## src/rtl/bmon_pkg.sv

```systemverilog
package bmon_pkg;

  typedef enum logic {
    CMB_ANY = 1'b0,
    CMB_ALL = 1'b1
  } cmb_mode_e;

  typedef struct packed {
    cmb_mode_e cmb;
    logic      guest_dis;
    logic      freeze_en;
    logic      nmi_sel;
  } mode_bits_t;

  localparam mode_bits_t MODE_RESET = '{cmb: CMB_ANY, guest_dis: 1'b0,
                                        freeze_en: 1'b0, nmi_sel: 1'b0};

endpackage

```

## src/rtl/bmon_cfg.sv

```systemverilog
module bmon_cfg
  import bmon_pkg::*;
#(
  parameter int WIN_W = 10,
  parameter int SRC_W = 2
) (
  input  logic             clk,
  input  logic             rst,
  input  logic             we,
  input  logic [WIN_W-1:0] wr_size,
  input  logic [SRC_W-1:0] wr_src,
  input  logic             wr_and,
  input  logic             wr_gdis,
  input  logic             wr_frz,
  input  logic             wr_nmi,
  output logic [WIN_W-1:0] win_size,
  output logic [SRC_W-1:0] win_src,
  output mode_bits_t       mode
);

  localparam logic [WIN_W-1:0] SIZE_RESET = {WIN_W{1'b1}};

  always_ff @(posedge clk) begin
    if (rst) begin
      win_size <= SIZE_RESET;
      win_src  <= '0;
      mode     <= MODE_RESET;
    end else if (we) begin
      win_size       <= wr_size;
      win_src        <= wr_src;
      mode.cmb       <= wr_and ? CMB_ALL : CMB_ANY;
      mode.guest_dis <= wr_gdis;
      mode.freeze_en <= wr_frz;
      mode.nmi_sel   <= wr_nmi;
    end
  end

endmodule

```

## src/rtl/bmon_gate.sv

```systemverilog
module bmon_gate #(
  parameter int SRC_W   = 2,
  parameter int NUM_SRC = 1 << SRC_W
) (
  input  logic               clk,
  input  logic               rst,
  input  logic [NUM_SRC-1:0] ret_evt,
  input  logic [SRC_W-1:0]   src_sel,
  input  logic [1:0]         priv_lvl,
  input  logic               guest_mode,
  input  logic               guest_dis,
  output logic               adv,
  output logic               allow_q
);

  logic allow;
  logic [NUM_SRC-1:0] evt_onehot;

  genvar k;
  generate
    for (k = 0; k < NUM_SRC; k++) begin : g_src
      assign evt_onehot[k] = ret_evt[k] && (src_sel == SRC_W'(k));
    end
  endgenerate

  assign allow = (priv_lvl != 2'd0) && !(guest_dis && guest_mode);
  assign adv   = allow && (|evt_onehot);

  always_ff @(posedge clk) begin
    if (rst) allow_q <= 1'b0;
    else     allow_q <= allow;
  end

  AST_SUPV_BLOCK: assert property (@(posedge clk) disable iff (rst)
    (priv_lvl == 2'd0) |=> !allow_q);
  AST_GUEST_BLOCK: assert property (@(posedge clk) disable iff (rst)
    (guest_dis && guest_mode) |=> !allow_q);
  AST_SEL_ONEHOT: assert property (@(posedge clk) disable iff (rst)
    $onehot0(evt_onehot));

endmodule

```

## src/rtl/bmon_window.sv

```systemverilog
module bmon_window #(
  parameter int WIN_W = 10
) (
  input  logic             clk,
  input  logic             rst,
  input  logic [WIN_W-1:0] win_size,
  input  logic             adv,
  input  logic             clr,
  output logic             strobe
);

  logic [WIN_W-1:0] cnt_q;
  logic             last;

  assign last = (win_size == '0) || (cnt_q >= (win_size - WIN_W'(1)));

  always_ff @(posedge clk) begin
    if (rst) begin
      cnt_q  <= '0;
      strobe <= 1'b0;
    end else begin
      strobe <= 1'b0;
      if (clr) begin
        cnt_q  <= '0;
        strobe <= 1'b1;
      end else if (adv) begin
        if (last) begin
          cnt_q  <= '0;
          strobe <= 1'b1;
        end else begin
          cnt_q <= cnt_q + WIN_W'(1);
        end
      end
    end
  end

  AST_WIN_HOLD: assert property (@(posedge clk) disable iff (rst)
    (!adv && !clr) |=> $stable(cnt_q));
  AST_STRB_CAUSE: assert property (@(posedge clk) disable iff (rst)
    strobe |-> $past(adv || clr));
  AST_WIN_CLR: assert property (@(posedge clk) disable iff (rst)
    clr |=> (cnt_q == '0));

endmodule

```

## src/rtl/bmon_trip.sv

```systemverilog
module bmon_trip
  import bmon_pkg::*;
#(
  parameter int NUM_CNT = 2
) (
  input  logic               clk,
  input  logic               rst,
  input  logic [NUM_CNT-1:0] cnt_en,
  input  logic [NUM_CNT-1:0] cnt_trip,
  input  cmb_mode_e          cmb,
  input  logic               freeze_en,
  input  logic               clr,
  output logic               sts,
  output logic               irq,
  output logic               frz
);

  logic [NUM_CNT-1:0] hit_any;
  logic [NUM_CNT-1:0] ok_all;
  logic               trip_now;

  genvar i;
  generate
    for (i = 0; i < NUM_CNT; i++) begin : g_cnt
      assign hit_any[i] = cnt_en[i] & cnt_trip[i];
      assign ok_all[i]  = ~cnt_en[i] | cnt_trip[i];
    end
  endgenerate

  always_comb begin
    unique case (cmb)
      CMB_ALL: trip_now = (|cnt_en) && (&ok_all);
      default: trip_now = |hit_any;
    endcase
  end

  always_ff @(posedge clk) begin
    if (rst) begin
      sts <= 1'b0;
      irq <= 1'b0;
      frz <= 1'b0;
    end else begin
      irq <= 1'b0;
      frz <= 1'b0;
      if (clr) begin
        sts <= 1'b0;
      end else if (trip_now && !sts) begin
        sts <= 1'b1;
        irq <= 1'b1;
        frz <= freeze_en;
      end
    end
  end

  AST_IRQ_SINGLE: assert property (@(posedge clk) disable iff (rst)
    irq |=> !irq);
  AST_IRQ_WITH_STS: assert property (@(posedge clk) disable iff (rst)
    irq |-> sts);
  AST_STS_STICKY: assert property (@(posedge clk) disable iff (rst)
    (sts && !clr) |=> sts);
  AST_STS_CLR: assert property (@(posedge clk) disable iff (rst)
    clr |=> !sts);
  AST_FRZ_WITH_IRQ: assert property (@(posedge clk) disable iff (rst)
    frz |-> irq);

endmodule

```

## src/rtl/bmon_ctrl.sv

```systemverilog
module bmon_ctrl
  import bmon_pkg::*;
#(
  parameter int WIN_W   = 10,
  parameter int SRC_W   = 2,
  parameter int NUM_CNT = 2,
  localparam int NUM_SRC = 1 << SRC_W
) (
  input  logic               clk,
  input  logic               rst,
  input  logic               cfg_we,
  input  logic [WIN_W-1:0]   cfg_win_size,
  input  logic [SRC_W-1:0]   cfg_src,
  input  logic               cfg_and_mode,
  input  logic               cfg_guest_dis,
  input  logic               cfg_freeze_en,
  input  logic               cfg_nmi_sel,
  input  logic               sts_clr,
  input  logic [NUM_SRC-1:0] ret_evt,
  input  logic [1:0]         priv_lvl,
  input  logic               guest_mode,
  input  logic [NUM_CNT-1:0] cnt_en,
  input  logic [NUM_CNT-1:0] cnt_trip,
  output logic               count_allow,
  output logic               ctr_reset,
  output logic               sts_flag,
  output logic               irq_pulse,
  output logic               irq_nmi,
  output logic               brec_freeze
);

  logic [WIN_W-1:0] win_size;
  logic [SRC_W-1:0] win_src;
  mode_bits_t       mode;
  logic             adv;

  bmon_cfg #(.WIN_W(WIN_W), .SRC_W(SRC_W)) u_cfg (
    .clk(clk), .rst(rst), .we(cfg_we),
    .wr_size(cfg_win_size), .wr_src(cfg_src), .wr_and(cfg_and_mode),
    .wr_gdis(cfg_guest_dis), .wr_frz(cfg_freeze_en), .wr_nmi(cfg_nmi_sel),
    .win_size(win_size), .win_src(win_src), .mode(mode)
  );

  bmon_gate #(.SRC_W(SRC_W), .NUM_SRC(NUM_SRC)) u_gate (
    .clk(clk), .rst(rst), .ret_evt(ret_evt), .src_sel(win_src),
    .priv_lvl(priv_lvl), .guest_mode(guest_mode), .guest_dis(mode.guest_dis),
    .adv(adv), .allow_q(count_allow)
  );

  bmon_window #(.WIN_W(WIN_W)) u_win (
    .clk(clk), .rst(rst), .win_size(win_size), .adv(adv),
    .clr(sts_clr), .strobe(ctr_reset)
  );

  bmon_trip #(.NUM_CNT(NUM_CNT)) u_trip (
    .clk(clk), .rst(rst), .cnt_en(cnt_en), .cnt_trip(cnt_trip),
    .cmb(mode.cmb), .freeze_en(mode.freeze_en), .clr(sts_clr),
    .sts(sts_flag), .irq(irq_pulse), .frz(brec_freeze)
  );

  assign irq_nmi = mode.nmi_sel;

  AST_NMI_FOLLOWS: assert property (@(posedge clk) disable iff (rst)
    cfg_we |=> (irq_nmi == $past(cfg_nmi_sel)));
  AST_CLR_STROBE: assert property (@(posedge clk) disable iff (rst)
    sts_clr |=> ctr_reset);

endmodule

```

## config.mk

```make
export PLATFORM = sky130hd
export DESIGN_NAME = bmon_ctrl
export DESIGN_NICKNAME = d
export VERILOG_FILES = /design/src/rtl/bmon_pkg.sv /design/src/rtl/bmon_cfg.sv /design/src/rtl/bmon_gate.sv /design/src/rtl/bmon_window.sv /design/src/rtl/bmon_trip.sv /design/src/rtl/bmon_ctrl.sv
export SDC_FILE = /design/constraint.sdc
export NUM_CORES = 1
export LEC_CHECK = 0
export BUFFER_PORTS_ARGS = -buffer_cell sky130_fd_sc_hd__clkbuf_2
export CAP_MARGIN = 20
export CELL_PAD_IN_SITES_DETAIL_PLACEMENT = 0
export CELL_PAD_IN_SITES_GLOBAL_PLACEMENT = 2
export CORE_ASPECT_RATIO = 1.75
export CORE_MARGIN = 4
export CORE_UTILIZATION = 35
export DETAILED_ROUTE_END_ITERATION = 16
export MAX_ROUTING_LAYER = met4
export PLACE_DENSITY_LB_ADDON = 0.1
export SKIP_CTS_REPAIR_TIMING = 1
export SLEW_MARGIN = 20
export SYNTH_ARGS = -nofsm -noshare
export SYNTH_HDL_FRONTEND = slang
export SYNTH_SLANG_ARGS = --single-unit
```

## constraint.sdc

```tcl
create_clock -name clk -period 6.1 [get_ports clk]
set_clock_uncertainty 0.15 [all_clocks]
set_input_delay 0.915 -clock clk [delete_from_list [all_inputs] [get_ports clk]]
set_output_delay 0.915 -clock clk [all_outputs]
set_load 0.02 [all_outputs]
```

==> flow_metrics.env, run 1 <==
export IMPL_required_ns=6.12
export IMPL_syn_mean_instance_area_sq_um=9.223
export IMPL_seq_area_sq_um=620.6
export IMPL_antenna_found_initial=0
export IMPL_cts_root_buf="clkbuf_8"
export IMPL_r2r_start="u_cfg.win_size[2]$_SDFFE_PP1P_"
export IMPL_numClockSinks=31
export IMPL_fp_dieH_microns=100.6
export IMPL_fmax_ghz=0.3537
export IMPL_worstMarginPinSlew_ns=0.5608
export IMPL_worst_skew_pair_late_latency_ns=0.28
export IMPL_drt_iter0_drc=47
export IMPL_initial_core_util_pct=36.44
export IMPL_synth_area_sq_um=1715
export IMPL_slew_violations=0
export IMPL_grt_pass1_wl_mm=6.451
export IMPL_drtPass1Iterations=3
export IMPL_wire_per_inst_microns=13.38
export IMPL_route_final_wire_length_mm=3.707
export IMPL_final_common_cell="clkbuf_2"
export IMPL_async_flop_share_pct=0
export IMPL_p_per_area_nw_per_um2=222.0
export IMPL_finalHoldViolCount=0
export IMPL_nFillCells=510
export IMPL_yosys_register_bits=31
export IMPL_h_tree_depth=2
export IMPL_clk_pin_slew_ns=0.07
export IMPL_setup_violations=0
export IMPL_drt_vias_per_instance=5.032
export IMPL_ys_flop_type="dfxtp_1"
export IMPL_crit_path_max_fanout=9
export IMPL_fin_crit_ns=2.827
export IMPL_fin_util_pct=43.17
export IMPL_post_dp_hpwl_mm=3.080
export IMPL_worst_setup_path_start_kind="flop"
export IMPL_synthCells=186
export IMPL_mostFrequentLayoutCells="36 x clkbuf_2, 31 x nand2_1, 31 x dfxtp_1"
export IMPL_grt_pass1_vias=1441
export IMPL_worstHoldStart="u_cfg.mode[1]$_SDFFE_PP0P_"
export IMPL_hp_class="reg -> reg"
export IMPL_ant_nets=0
export IMPL_core_area_sq_um=4707
export IMPL_setup_worst_path_end_class="flop"
export IMPL_grt_use_total_pct=14.19
export IMPL_synth_warnings=0
export IMPL_dr_total_vias=1394
export IMPL_cts_tree="done"
export IMPL_diodes=0
export IMPL_finalNetCount=268
export IMPL_timing_critical_path_from="u_cfg.win_size[2]$_SDFFE_PP1P_"
export IMPL_max_slew_margin_rel_pct=62.61
export IMPL_path_class="reg -> reg"
export IMPL_port_buffers=36
export IMPL_p_leak_nw=0.9029
export IMPL_die_width_microns=60.92
export IMPL_cts_path_max_buffers=2
export IMPL_outcome="finished, final reports clean"
export IMPL_io_pins=37
export IMPL_placementRows=33
export IMPL_maxCapViolations=0
export IMPL_fin_setup_tns_ns=0
export IMPL_drive_gt1_share_pct=25.78
export IMPL_numCtsBuffers=5
export IMPL_drcViolationCount=0
export IMPL_die_area_sq_um=6129
export IMPL_multiInputGateArea_sq_um=1047
export IMPL_peakVddDrop_mv=0.1200
export IMPL_synth_seq_area_share_pct=36.18
export IMPL_syn_nets=230
export IMPL_yosys_cell_types_count=40
export IMPL_place_congestion=0.7467
export IMPL_grt_overflow_total=0
export IMPL_rsz0062_at_grt="no"
export IMPL_cp_arrival_ns=2.85
export IMPL_fin_crit_sh_pct=46.34
export IMPL_area_growth_pct=18.45
export IMPL_synth_edff_count=0
export IMPL_grt_max_degree=19
power breakdown:
group | internal [W] | total (W) | switching [W]
registers | 0.000211 | 0.000219 | 0.00000765
logic | 0.0000253 | 0.0000552 | 0.0000300
clock network | 0.000103 | 0.000177 | 0.0000739
total | 0.000340 | 0.000451 | 0.000112
Yosys cell counts, types with 2 or more instances:
| cell | instances | share of area, % |
|---|---|---|
| dfxtp_1 | 31 | 36 |
| nand2_1 | 31 | 6.8 |
| mux2i_1 | 14 | 8.2 |
| nor2_1 | 14 | 3.1 |
| ha_1 | 13 | 9.5 |
| xnor2_1 | 9 | 4.6 |
| a21oi_1 | 8 | 2.3 |
| nor3_1 | 6 | 1.8 |
| nor3_2 | 6 | 3.5 |
| inv_1 | 5 | 1.1 |
| nand3_1 | 5 | 1.5 |
| nand4_1 | 4 | 1.5 |
| xor2_1 | 4 | 2.0 |
| a31oi_1 | 3 | 1.1 |
| o211ai_1 | 3 | 1.3 |
| and2_1 | 2 | 0.73 |
| buf_2 | 2 | 0.58 |
| clkbuf_1 | 2 | 0.44 |
| nor2b_1 | 2 | 0.73 |
| o21ai_0 | 2 | 0.58 |
sequential cells by signal, summed over array words and instances, names as in the netlist:
signal,flops
u_trip.frz,1
u_trip.sts,1
u_trip.irq,1
u_cfg.mode,4
u_win.strobe,1
u_gate.allow_q,1
u_win.cnt_q,10
u_cfg.win_size,10
u_cfg.win_src,2
path summary, 6_finish.rpt:
kind | to | slack (ns) | cells after the start
setup reg to reg | u_win.strobe$_SDFF_PP0_ | 3.27 | 10
hold / removal | u_trip.frz$_SDFF_PP0_ | 0.31 | 1
hold reg to reg | u_trip.frz$_SDFF_PP0_ | 0.31 | 1
setup / recovery | u_win.strobe$_SDFF_PP0_ | 3.27 | 10
logic make-up (layout without fill, tap and decap cells):
family	after synthesis	after routing	share of synthesized area, %
and+or+nand+nor	80	80	25.53
xor gates and xnor gates	13	13	6.638
DFF	31	31	36.18
buffers and inverters	10	49	2.772
muxes	15	15	9.482
adders and majority gates	13	13	9.482
AOI/OAI and AO/OA	24	24	9.920
final cells by class:
type	instances	area share, %
sequential	31	30.54
multi-input combinational	145	51.54
tap	52	3.202
inverter	5	0.9236
clock buffer	8	4.926
timing repair buffer	36	8.867
per-layer routing:
metal | GRT usage [%] | wire length [microns] | vias up
met5 | - | 0 | -
met4 | 5.509 | 66 | 0
met3 | 2.692 | 140 | 6
met2 | 24.32 | 1996 | 26
met1 | 15.66 | 1503 | 633
li1 | - | - | 729
critical path, stage by stage, from the launching register on:
cell     delay, ns
dfxtp_1       0.35
nor3_1        0.34
and3_1        0.27
nand2_1       0.08
xor2_1        0.15
ha_1          0.30
a21oi_1       0.13
o21ai_0       0.12
a31oi_2       0.47
a31oi_1       0.17
o21a_1        0.19
metrics by stage:
stage | total power (W) | instance area [sq um] | hold slack [ns] | setup slack, ns | instances
2_1_floorplan | 0.0002605 | 1715 | 0.2791 | 3.582 | 186
3_3_place_gp | 0.0002784 | 1932 | 0.2879 | 3.328 | 269
3_5_place_dp | 0.0002802 | 1932 | 0.3069 | 3.294 | 269
4_1_cts | 0.0004594 | 2032 | 0.3222 | 3.267 | 277
5_1_grt | 0.0004786 | 2032 | 0.3525 | 3.050 | 277
6_report | 0.0004511 | 2032 | 0.3117 | 3.273 | 277
Note: power is estimated with default switching activity, not from simulation.
==> run 2, diff against run 1 <==
--- a/config.mk
+++ b/config.mk
@@ -11,7 +11,7 @@
 export CELL_PAD_IN_SITES_GLOBAL_PLACEMENT = 2
 export CORE_ASPECT_RATIO = 1.75
 export CORE_MARGIN = 4
-export CORE_UTILIZATION = 35
+export CORE_UTILIZATION = 29
 export DETAILED_ROUTE_END_ITERATION = 16
 export MAX_ROUTING_LAYER = met4
 export PLACE_DENSITY_LB_ADDON = 0.1
==> constraint.sdc (replaced) <==
create_clock -name clk -period 2.41 [get_ports clk]
set_clock_uncertainty 0.15 [all_clocks]
set_input_delay 0.3615 -clock clk [delete_from_list [all_inputs] [get_ports clk]]
set_output_delay 0.3615 -clock clk [all_outputs]
set_load 0.02 [all_outputs]
==> flow_metrics.env, run 2 (synthesized netlist as in run 1, its figures left out) <==
export IMPL_cts_tree="done"
export IMPL_power_w=0.001136
export IMPL_h_tree_depth=2
export IMPL_worst_skew_pair_late_latency_ns=0.28
export IMPL_hp_class="in -> reg"
export IMPL_clk_pin_slew_ns=0.07
export IMPL_drive_gt1_share_pct=36.67
export IMPL_multiInputGateArea_sq_um=1134
export IMPL_setup_worst_path_end_class="flop"
export IMPL_cp_num_buf_inv=2
export IMPL_io_pins=37
export IMPL_rsz0062_at_grt="yes"
export IMPL_drt_iter0_drc=60
export IMPL_drt_vias_per_instance=4.712
export IMPL_crit_path_max_fanout=5
export IMPL_timing_critical_path_from="u_cfg.win_size[2]$_SDFFE_PP1P_"
export IMPL_outcome="finished, final reports clean"
export IMPL_dr_total_vias=1489
export IMPL_reg_top3="u_cfg.win_size: 10 flops, u_win.cnt_q: 10 flops, u_cfg.mode: 4 flops"
export IMPL_fp_dieH_microns=109.7
export IMPL_worst_setup_path_start_kind="flop"
export IMPL_numCtsBuffers=5
export IMPL_place_congestion=0.7937
export IMPL_mostFrequentLayoutCells="36 x clkbuf_2, 30 x dfxtp_1, 28 x nand2_1"
export IMPL_worstMarginPinSlew_ns=0.5365
export IMPL_seq_area_sq_um=621.8
export IMPL_fin_crit_ns=2.386
export IMPL_max_slew_margin_rel_pct=64.23
export IMPL_die_area_sq_um=7258
export IMPL_p_leak_nw=1.023
export IMPL_finalHoldViolCount=0
export IMPL_r2r_start="u_cfg.win_size[2]$_SDFFE_PP1P_"
export IMPL_cts_root_buf="clkbuf_8"
export IMPL_critical_path_slowest_cell="dfxtp_2"
export IMPL_numClockSinks=31
export IMPL_fin_crit_sh_pct=98.99
export IMPL_regToRegEndpoint="u_win.cnt_q[7]$_SDFFE_PP0P_"
export IMPL_placementRows=36
export IMPL_wire_per_inst_microns=13.27
export IMPL_crit_chain="nor3_4 -> buf_4 -> nand2_1 -> nor4_2 -> xnor2_1 -> ha_1 -> nand2_2 -> nor2_4 -> a31oi_4 -> buf_4 -> a21oi_4 -> nor3_2"
export IMPL_slew_violations=0
export IMPL_initial_core_util_pct=30.22
export IMPL_cp_top_family="simple AND/OR/NAND/NOR gates"
export IMPL_grt_max_degree=19
export IMPL_die_width_microns=66.14
export IMPL_setup_violations=0
export IMPL_peakVddDrop_mv=0.3588
export IMPL_cts_path_max_buffers=2
export IMPL_antenna_found_initial=0
export IMPL_finalNetCount=284
export IMPL_whs_ns=0.1453
export IMPL_stdcell_area_sq_um=2273
export IMPL_path_depth=12
export IMPL_r2r_slack_ns=0.02
export IMPL_layout_cells_non_filler=316
export IMPL_required_ns=2.42
export IMPL_diodes=0
export IMPL_maxCapViolations=0
export IMPL_path_class="reg -> reg"
export IMPL_crit_end="u_win.cnt_q[7]$_SDFFE_PP0P_"
export IMPL_final_common_cell="clkbuf_2"
export IMPL_cp_common_cell="buf_4"
export IMPL_placed_area_sq_um=2097
export IMPL_post_dp_hpwl_mm=3.343
export IMPL_port_buffers=36
export IMPL_grt_use_total_pct=13.44
export IMPL_area_growth_pct=32.53
export IMPL_core_area_sq_um=5675
export IMPL_grt_pass1_vias=1552
export IMPL_crit_path_max_incr_delay_ns=0.34
export IMPL_grt_overflow_total=0
export IMPL_drtPass1Iterations=3
export IMPL_route_final_wire_length_mm=4.193
export IMPL_ant_nets=0
export IMPL_drcViolationCount=0
export IMPL_p_per_area_nw_per_um2=499.5
export IMPL_placed_cells=308
export IMPL_nFillCells=603
export IMPL_grt_pass1_wl_mm=7.265
export IMPL_r2r_cells=12
export IMPL_fmax_ghz=0.4192
export IMPL_cp_arrival_ns=2.40
[run 2: cell types whose count changed in the layout (fill, tap and decap cells not counted), sizes merged]
cell	before	now
buf	0	16
clkbuf	44	42
clkinv	0	1
[run 2: cell type report]
class                           count  share of cell area [%]
Tap cell                           76                   4.183
Clock buffer                        6                   3.632
Sequential cell                    31                   27.35
Timing Repair Buffer               52                   13.92
Inverter                            5                  0.8255
Multi-Input combinational cell    145                   49.86
Clock inverter                      1                  0.2201
[run 2: per-stage QoR]
step | util (%) | worst slack (ns) | TNS (ns)
6_report | 40.06 | 0.02429 | 0
5_1_grt | 40.06 | -0.1574 | -1.364
4_1_cts | 38.49 | -0.08609 | -0.5073
3_5_place_dp | 36.95 | -0.07411 | -0.4116
3_3_place_gp | 36.95 | -0.01872 | -0.03044
2_1_floorplan | - | 0.005341 | 0
[run 2: metal layers]
metal	global-route usage, %	routed length (microns)
met5	-	0
met4	4.942	63
met3	3.170	126
met2	23.17	2301
met1	14.82	1701
[run 2: worst min path at each step]
stage                          startpoint                             end  slack (ns)  cells after the start
2_1_floorplan  u_cfg.mode[1]$_SDFFE_PP0P_           u_trip.frz$_SDFF_PP0_        0.28                      1
3_3_place_gp   u_cfg.mode[1]$_SDFFE_PP0P_           u_trip.frz$_SDFF_PP0_        0.29                      1
3_5_place_dp   u_cfg.mode[1]$_SDFFE_PP0P_           u_trip.frz$_SDFF_PP0_        0.29                      1
4_1_cts                   cfg_win_size[1]  u_cfg.win_size[1]$_SDFFE_PP1P_        0.14                      3
5_1_grt                   cfg_win_size[1]  u_cfg.win_size[1]$_SDFFE_PP1P_        0.14                      3
6_report                  cfg_win_size[4]  u_cfg.win_size[4]$_SDFFE_PP1P_        0.15                      3
[run 2: power breakdown]
| part | internal (W) | total (W) | switching, W |
|---|---|---|---|
| logic | 0.0000786 | 0.000168 | 0.0000896 |
| clock network | 0.000224 | 0.000415 | 0.000191 |
| registers | 0.000535 | 0.000552 | 0.0000171 |
| total | 0.000837 | 0.00114 | 0.000298 |
[run 2: worst register-to-register path, stage by stage, from the launching register on]
cell and delay [ns]:
dfxtp_2 0.34, nor3_4 0.20, buf_4 0.13, nand2_1 0.07, nor4_2 0.18, xnor2_1 0.11
ha_1 0.29, nand2_2 0.07, nor2_4 0.14, a31oi_4 0.11, buf_4 0.16, a21oi_4 0.24
nor3_2 0.07
